<file path="config.mk">
export PLATFORM = sky130hd
export DESIGN_NAME = flash_boot_remap
export DESIGN_NICKNAME = d
export VERILOG_FILES = /design/src/rtl/flash_remap_pkg.sv /design/src/rtl/fr_ctrl_reg.sv /design/src/rtl/fr_boot_map.sv /design/src/rtl/fr_user_map.sv /design/src/rtl/fr_guard.sv /design/src/rtl/flash_boot_remap.sv
export SDC_FILE = /design/constraint.sdc
export NUM_CORES = 1
export LEC_CHECK = 0
export ABC_AREA = 1
export ABC_CLOCK_PERIOD_IN_PS = 2950
export BUFFER_PORTS_ARGS = -buffer_cell sky130_fd_sc_hd__buf_2
export CAP_MARGIN = 30
export CORE_MARGIN = 3
export CORE_UTILIZATION = 30
export CTS_CLUSTER_DIAMETER = 60
export DETAILED_ROUTE_END_ITERATION = 12
export MAX_ROUTING_LAYER = met4
export SETUP_SLACK_MARGIN = 0.2
export SLEW_MARGIN = 0
export SYNTH_ARGS = -nofsm -noshare
export SYNTH_HDL_FRONTEND = slang
export SYNTH_HIERARCHICAL = 1
export SYNTH_SLANG_ARGS = --single-unit
</file>
<file path="constraint.sdc">
create_clock -name clk -period 2.95 [get_ports clk]
set_input_delay 0.1475 -clock clk [delete_from_list [all_inputs] [get_ports clk]]
set_output_delay 0.1475 -clock clk [all_outputs]
set_load 0.01 [all_outputs]
</file>
<file path="src/rtl/flash_remap_pkg.sv">
package flash_remap_pkg;

    typedef enum logic [1:0] {
        ST_IDLE   = 2'd0,
        ST_READ   = 2'd1,
        ST_WRITE  = 2'd2,
        ST_REJECT = 2'd3
    } fr_state_e;

    typedef enum logic {
        CS_BOOT = 1'b0,
        CS_USER = 1'b1
    } fr_cs_e;

    // packed MSB first: page[3:2], page_en[1], alt_boot[0]
    typedef struct packed {
        logic [1:0] page;
        logic       page_en;
        logic       alt_boot;
    } fr_ctrl_t;

    localparam int CTRL_W = $bits(fr_ctrl_t);

endpackage

</file>
<file path="src/rtl/fr_ctrl_reg.sv">
module fr_ctrl_reg
    import flash_remap_pkg::*;
#(
    parameter int            REG_AW   = 8,
    parameter int            DATA_W   = 32,
    parameter logic [REG_AW-1:0] CTRL_OFS = 8'h44
) (
    input  logic              clk,
    input  logic              rst_n,
    input  logic              we,
    input  logic [REG_AW-1:0] addr,
    input  logic [DATA_W-1:0] wdata,
    output logic [DATA_W-1:0] rdata,
    output fr_ctrl_t          ctrl
);

    localparam int PAD_W = DATA_W - CTRL_W;

    logic     hit;
    fr_ctrl_t ctrl_q;
    logic     unused_wdata;

    assign hit          = (addr == CTRL_OFS);
    assign unused_wdata = ^wdata[DATA_W-1:CTRL_W];

    always_ff @(posedge clk) begin
        if (!rst_n) begin
            ctrl_q <= '0;
        end else if (we && hit) begin
            ctrl_q <= fr_ctrl_t'(wdata[CTRL_W-1:0]);
        end
    end

    always_comb begin
        rdata = '0;
        if (hit) begin
            rdata = {{PAD_W{1'b0}}, ctrl_q};
        end
    end

    assign ctrl = ctrl_q;

endmodule

</file>
<file path="src/rtl/fr_boot_map.sv">
module fr_boot_map #(
    parameter int FLASH_AW = 29,
    parameter int WIN_BITS = 24,
    parameter int IMG_BITS = 4
) (
    input  logic [WIN_BITS-1:0] win_addr,
    input  logic [IMG_BITS-1:0] rot,
    input  logic                alt_sel,
    output logic [FLASH_AW-1:0] phys
);

    localparam int HALF   = WIN_BITS - 1;
    localparam int IMG_LO = HALF - IMG_BITS;
    localparam logic [FLASH_AW-1:0] WIN_BASE = {FLASH_AW{1'b1}} << WIN_BITS;
    localparam logic [FLASH_AW-1:0] ALT_OFS  = FLASH_AW'(1) << HALF;

    logic [IMG_BITS-1:0] img;
    logic [WIN_BITS-1:0] rot_addr;
    logic [FLASH_AW-1:0] base_phys;

    always_comb begin
        img       = win_addr[HALF-1:IMG_LO] + rot;
        rot_addr  = {win_addr[WIN_BITS-1], img, win_addr[IMG_LO-1:0]};
        base_phys = WIN_BASE + FLASH_AW'(rot_addr);
        phys      = alt_sel ? (base_phys - ALT_OFS) : base_phys;
    end

endmodule

</file>
<file path="src/rtl/fr_user_map.sv">
module fr_user_map #(
    parameter int FLASH_AW  = 29,
    parameter int PAGE_BITS = 27
) (
    input  logic [PAGE_BITS-1:0] page_addr,
    input  logic                 page_en,
    input  logic [1:0]           page_sel,
    output logic [FLASH_AW-1:0]  phys
);

    generate
        if (FLASH_AW > PAGE_BITS) begin : g_paged
            localparam int PG_W = FLASH_AW - PAGE_BITS;
            logic [PG_W-1:0] pg;
            always_comb begin
                pg   = page_en ? PG_W'(page_sel) : {PG_W{1'b1}};
                phys = {pg, page_addr};
            end
        end else begin : g_flat
            logic unused_page;
            assign unused_page = page_en ^ (^page_sel);
            assign phys        = page_addr[FLASH_AW-1:0];
        end
    endgenerate

endmodule

</file>
<file path="src/rtl/fr_guard.sv">
module fr_guard #(
    parameter int FLASH_AW  = 29,
    parameter int BOOT_BITS = 23,
    parameter int REC_BITS  = 18
) (
    input  logic [FLASH_AW-1:0] phys,
    output logic                in_recovery
);

    localparam logic [FLASH_AW-1:0] REC_BASE = {FLASH_AW{1'b1}} << BOOT_BITS;
    localparam int                  TAG_W    = FLASH_AW - REC_BITS;

    logic [TAG_W-1:0] tag;
    logic [TAG_W-1:0] rec_tag;

    assign tag         = phys[FLASH_AW-1:REC_BITS];
    assign rec_tag     = REC_BASE[FLASH_AW-1:REC_BITS];
    assign in_recovery = (tag == rec_tag);

endmodule

</file>
<file path="src/rtl/flash_boot_remap.sv">
module flash_boot_remap
    import flash_remap_pkg::*;
#(
    parameter int FLASH_AW  = 29,
    parameter int BUS_AW    = 32,
    parameter int WIN_BITS  = 24,
    parameter int IMG_BITS  = 4,
    parameter int PAGE_BITS = 27,
    parameter int REC_BITS  = 18,
    parameter int REG_AW    = 8,
    parameter int DATA_W    = 32
) (
    input  logic                clk,
    input  logic                rst_n,
    input  logic [IMG_BITS-1:0] jumper_i,
    input  logic                req_valid,
    output logic                req_ready,
    input  logic                req_cs,
    input  logic                req_core,
    input  logic                req_write,
    input  logic [BUS_AW-1:0]   req_addr,
    output logic                fl_rd_stb,
    output logic                fl_wr_stb,
    output logic [FLASH_AW-1:0] fl_addr,
    output logic                wr_err,
    input  logic                reg_we,
    input  logic [REG_AW-1:0]   reg_addr,
    input  logic [DATA_W-1:0]   reg_wdata,
    output logic [DATA_W-1:0]   reg_rdata
);

    localparam int BOOT_BITS = WIN_BITS - 1;

    fr_state_e           state_q;
    fr_state_e           state_d;
    fr_ctrl_t            ctrl;
    logic [FLASH_AW-1:0] boot_phys;
    logic [FLASH_AW-1:0] user_phys;
    logic [FLASH_AW-1:0] sel_phys;
    logic [FLASH_AW-1:0] addr_q;
    logic                alt_sel;
    logic                rec_hit;
    logic                accept;
    logic                unused_addr;

    assign unused_addr = ^req_addr[BUS_AW-1:PAGE_BITS];

    fr_ctrl_reg #(
        .REG_AW (REG_AW),
        .DATA_W (DATA_W)
    ) u_ctrl (
        .clk   (clk),
        .rst_n (rst_n),
        .we    (reg_we),
        .addr  (reg_addr),
        .wdata (reg_wdata),
        .rdata (reg_rdata),
        .ctrl  (ctrl)
    );

    assign alt_sel = req_core & ctrl.alt_boot;

    fr_boot_map #(
        .FLASH_AW (FLASH_AW),
        .WIN_BITS (WIN_BITS),
        .IMG_BITS (IMG_BITS)
    ) u_boot (
        .win_addr (req_addr[WIN_BITS-1:0]),
        .rot      (jumper_i),
        .alt_sel  (alt_sel),
        .phys     (boot_phys)
    );

    fr_user_map #(
        .FLASH_AW  (FLASH_AW),
        .PAGE_BITS (PAGE_BITS)
    ) u_user (
        .page_addr (req_addr[PAGE_BITS-1:0]),
        .page_en   (ctrl.page_en),
        .page_sel  (ctrl.page),
        .phys      (user_phys)
    );

    assign sel_phys = (fr_cs_e'(req_cs) == CS_USER) ? user_phys : boot_phys;

    fr_guard #(
        .FLASH_AW  (FLASH_AW),
        .BOOT_BITS (BOOT_BITS),
        .REC_BITS  (REC_BITS)
    ) u_guard (
        .phys        (sel_phys),
        .in_recovery (rec_hit)
    );

    assign accept = req_valid && (state_q == ST_IDLE);

    // next-state logic
    always_comb begin
        state_d = state_q;
        unique case (state_q)
            ST_IDLE: begin
                if (accept) begin
                    if (!req_write)   state_d = ST_READ;   // accept_read
                    else if (rec_hit) state_d = ST_REJECT; // reject_write
                    else              state_d = ST_WRITE;  // accept_write
                end
            end
            ST_READ:   state_d = ST_IDLE;                  // retire
            ST_WRITE:  state_d = ST_IDLE;                  // retire
            ST_REJECT: state_d = ST_IDLE;                  // retire
            default:   state_d = ST_IDLE;
        endcase
    end

    // state register
    always_ff @(posedge clk) begin
        if (!rst_n) begin
            state_q <= ST_IDLE;
        end else begin
            state_q <= state_d;
        end
    end

    always_ff @(posedge clk) begin
        if (!rst_n) begin
            addr_q <= '0;
        end else if (accept) begin
            addr_q <= sel_phys;
        end
    end

    // outputs
    always_comb begin
        req_ready = 1'b0;
        fl_rd_stb = 1'b0;
        fl_wr_stb = 1'b0;
        wr_err    = 1'b0;
        unique case (state_q)
            ST_IDLE:   req_ready = 1'b1;
            ST_READ:   fl_rd_stb = 1'b1;
            ST_WRITE:  fl_wr_stb = 1'b1;
            ST_REJECT: wr_err    = 1'b1;
            default:   req_ready = 1'b0;
        endcase
    end

    assign fl_addr = addr_q;

endmodule

</file>
==> flow_metrics.py <==
metrics = {
    "critical_path": {
        "crit_slowest_cell": "dfxtp_1",
        "path_cells": "nand2_1 > inv_1 > ha_1 > inv_1 > inv_1 > nand2_1 > nand2_1 > inv_1 > nand2_1 > nor2_1 > nand2_1 > nor2_2 > nor2_1 > nor3_1",
        "reg2reg_setup_slack_ns": 1.40,
        "critPathMaxStageDelay_ns": 0.33,
        "crit_family": "simple AND/OR/NAND/NOR gates",
        "crit_top_cell": "nand2_1",
        "critical_path_class": "reg2reg",
        "critPathLaunch": "u_ctrl/ctrl[0]",
        "crit_path_start_kind": "flop",
        "crit_arrival_ns": 1.76,
        "timing.rr.end": "state_q[0]",
        "crit_fanout": 3,
        "crit_buf_inv": 4,
        "r2r_cells": 14,
        "required_ns": 3.16,
        "worstSetupEndpointType": "flop",
        "r2r-start": "u_ctrl/ctrl[0]",
    },
    "drt": {
        "post_drt_wl_per_cell_um": 8.43,
        "drtIter0Drc": 40,
        "vias": 2432,
        "wl_mm": 5.60,
        "drc": 0,
        "dr.pass1.iters": 4,
        "top_layer": "met4",
        "antenna_left": 0,
        "viasPerCell": 3.66,
        "wl_met1_mm": 2.66,
        "dr_wl_met3_um": 363,
        "wl_met2_mm": 2.48,
    },
    "global_routing": {
        "grt_pass1_wl_mm": 9.58,
        "grt_max_degree": 60,
        "track_usage": 0.107,
        "antenna_found_initial": 0,
        "gr-total-overflow": 0,
        "grt_pass1_vias": 2174,
    },
    "worst_hold_path": {
        "min_path_type": "in2reg",
        "whs_path_depth": 3,
        "hp-start": "req_write",
        "holdPathEnd": "state_q[1]",
    },
    "sta": {
        "setup_viol": 0,
        "fmax_mhz": 645,
        "setup_tns_ns": 0,
        "slew_violations": 0,
        "period_needed_ns": 1.55,
        "worstMarginPinSlew_ns": 0.642,
        "rsz0062_at_grt": "false",
        "skew_ns": 0.00271,
        "relSlewSlack": 0.572,
        "post-route-period-util": 0.526,
        "hold_violations": 0,
    },
    "clock_network": {
        "clock_sinks": 35,
        "htreeDepth": 2,
        "post-cts-setup-buffers": 0,
        "cts_tree": "built",
        "cts.clk_slew.worst_paths_ns": 0.07,
        "cts_buffer_depth": 2,
        "cts_resized": 0,
        "cts_buffers": 5,
        "clk_latency_ns": 0.28,
        "cts_root_buf": "clkbuf_8",
        "cts_hold_buf": 0,
    },
    "die": {
        "num_io_pins": 148,
        "start_util": 0.311,
        "rows": 35,
        "die_width_um": 104,
        "coreArea_mm2": 0.00933,
        "die_area_mm2": 0.0109,
        "fp.dieH_um": 104,
    },
    "yosys": {
        "syn_inst": 503,
        "netlist_area_mm2": 0.00290,
        "yosysWarnings": 6,
        "synth.avg_cell_area_um2": 5.76,
    },
    "placement": {
        "port_buffers": 86,
        "dp.cells": 656,
        "place.gp.congestion": 0.786,
        "hpwlAfterDp_mm": 4.38,
    },
    "layout": {
        "fillers": 1060,
        "num-nets-final": 622,
        "register_area_um2": 701,
        "syn_to_final_growth_pct": 3.80,
        "multi_input_area_mm2": 0.00122,
        "drive_gt1_frac": 0.194,
        "diodes": 0,
        "stdcell_count": 664,
        "final_util": 0.322,
    },
    "power_and_ir_drop": {
        "leakagePower_nw": 2.02,
        "peakVddDrop_mv": 0.124,
        "powerDensity_mw_per_mm2": 389,
    },
    "run_status": {
        "status": "completed",
    },
    "job": {
        "drv_cap": 0,
    },
}
-- flip-flops by register name, summed over array words and instances (netlist names) --
register / count
fl_addr: 29
state_q: 2
u_ctrl/ctrl: 4
-- metrics by stage --
stage               worst slack, ns  area [um^2]  hold slack [ns]  power (mW)
global route                   1.21         3010            0.122        1.27
CTS                            1.40         3010            0.100        1.20
floorplan                      1.44         3010            0.268       0.822
detailed placement             1.16         2920            0.410       0.845
finish                         1.40         3010            0.115        1.17
global placement               1.17         2920            0.412       0.837
-- cells in the final DEF, fill, tap and decap left out, drive strengths merged --
| cell | instances |
|---|---|
| inv | 105 |
| clkinv | 1 |
| buf | 88 |
| or2 | 1 |
| nor3 | 2 |
| nand3 | 5 |
| clkinvlp | 1 |
| clkbuf | 6 |
| xnor2 | 1 |
| nor2 | 78 |
| nand3b | 1 |
| fa | 1 |
| dfxtp | 35 |
| a21oi | 4 |
| nand2 | 170 |
| conb | 32 |
| ha | 4 |
-- layout make-up --
type | count | area share
Tap cell | 129 | 0.0537
Inverter | 105 | 0.131
Multi-Input combinational cell | 299 | 0.406
Timing Repair Buffer | 88 | 0.148
Clock inverter | 2 | 0.00416
Sequential cell | 35 | 0.233
Clock buffer | 6 | 0.0241
-- power by group --
group          internal [mW]  total (mW)  switching (mW)  leakage (nW)
Clock                  0.165       0.342           0.177        0.0412
Sequential             0.509       0.526          0.0170         0.290
Combinational          0.116       0.303           0.187          1.69
Total                  0.790        1.17           0.381          2.02
-- routing by layer --
layer  up-vias  GRT usage
met5         -          -
met4         0     0.0399
met3        10     0.0248
met2        74      0.170
met1       993      0.133
li1       1355          -
-- worst max-delay path by stage --
stage / slack, ns / end / depth (start not counted)
2_1_floorplan: 1.44 / state_q[0] / 15
4_1_cts: 1.40 / state_q[0] / 14
6_report: 1.40 / state_q[0] / 14
3_5_place_dp: 1.16 / state_q[0] / 16
5_1_grt: 1.21 / state_q[0] / 14
3_3_place_gp: 1.17 / state_q[0] / 16
-- worst reg2reg max path, stage by stage (launching register included) --
cell and delay [ns]:
dfxtp_1 0.33, nand2_1 0.06, inv_1 0.04, ha_1 0.27, inv_1 0.05, inv_1 0.03
nand2_1 0.05, nand2_1 0.08, inv_1 0.06, nand2_1 0.04, nor2_1 0.11, nand2_1 0.08
nor2_2 0.08, nor2_1 0.05, nor3_1 0.15
(Power assumes the default switching activity.)
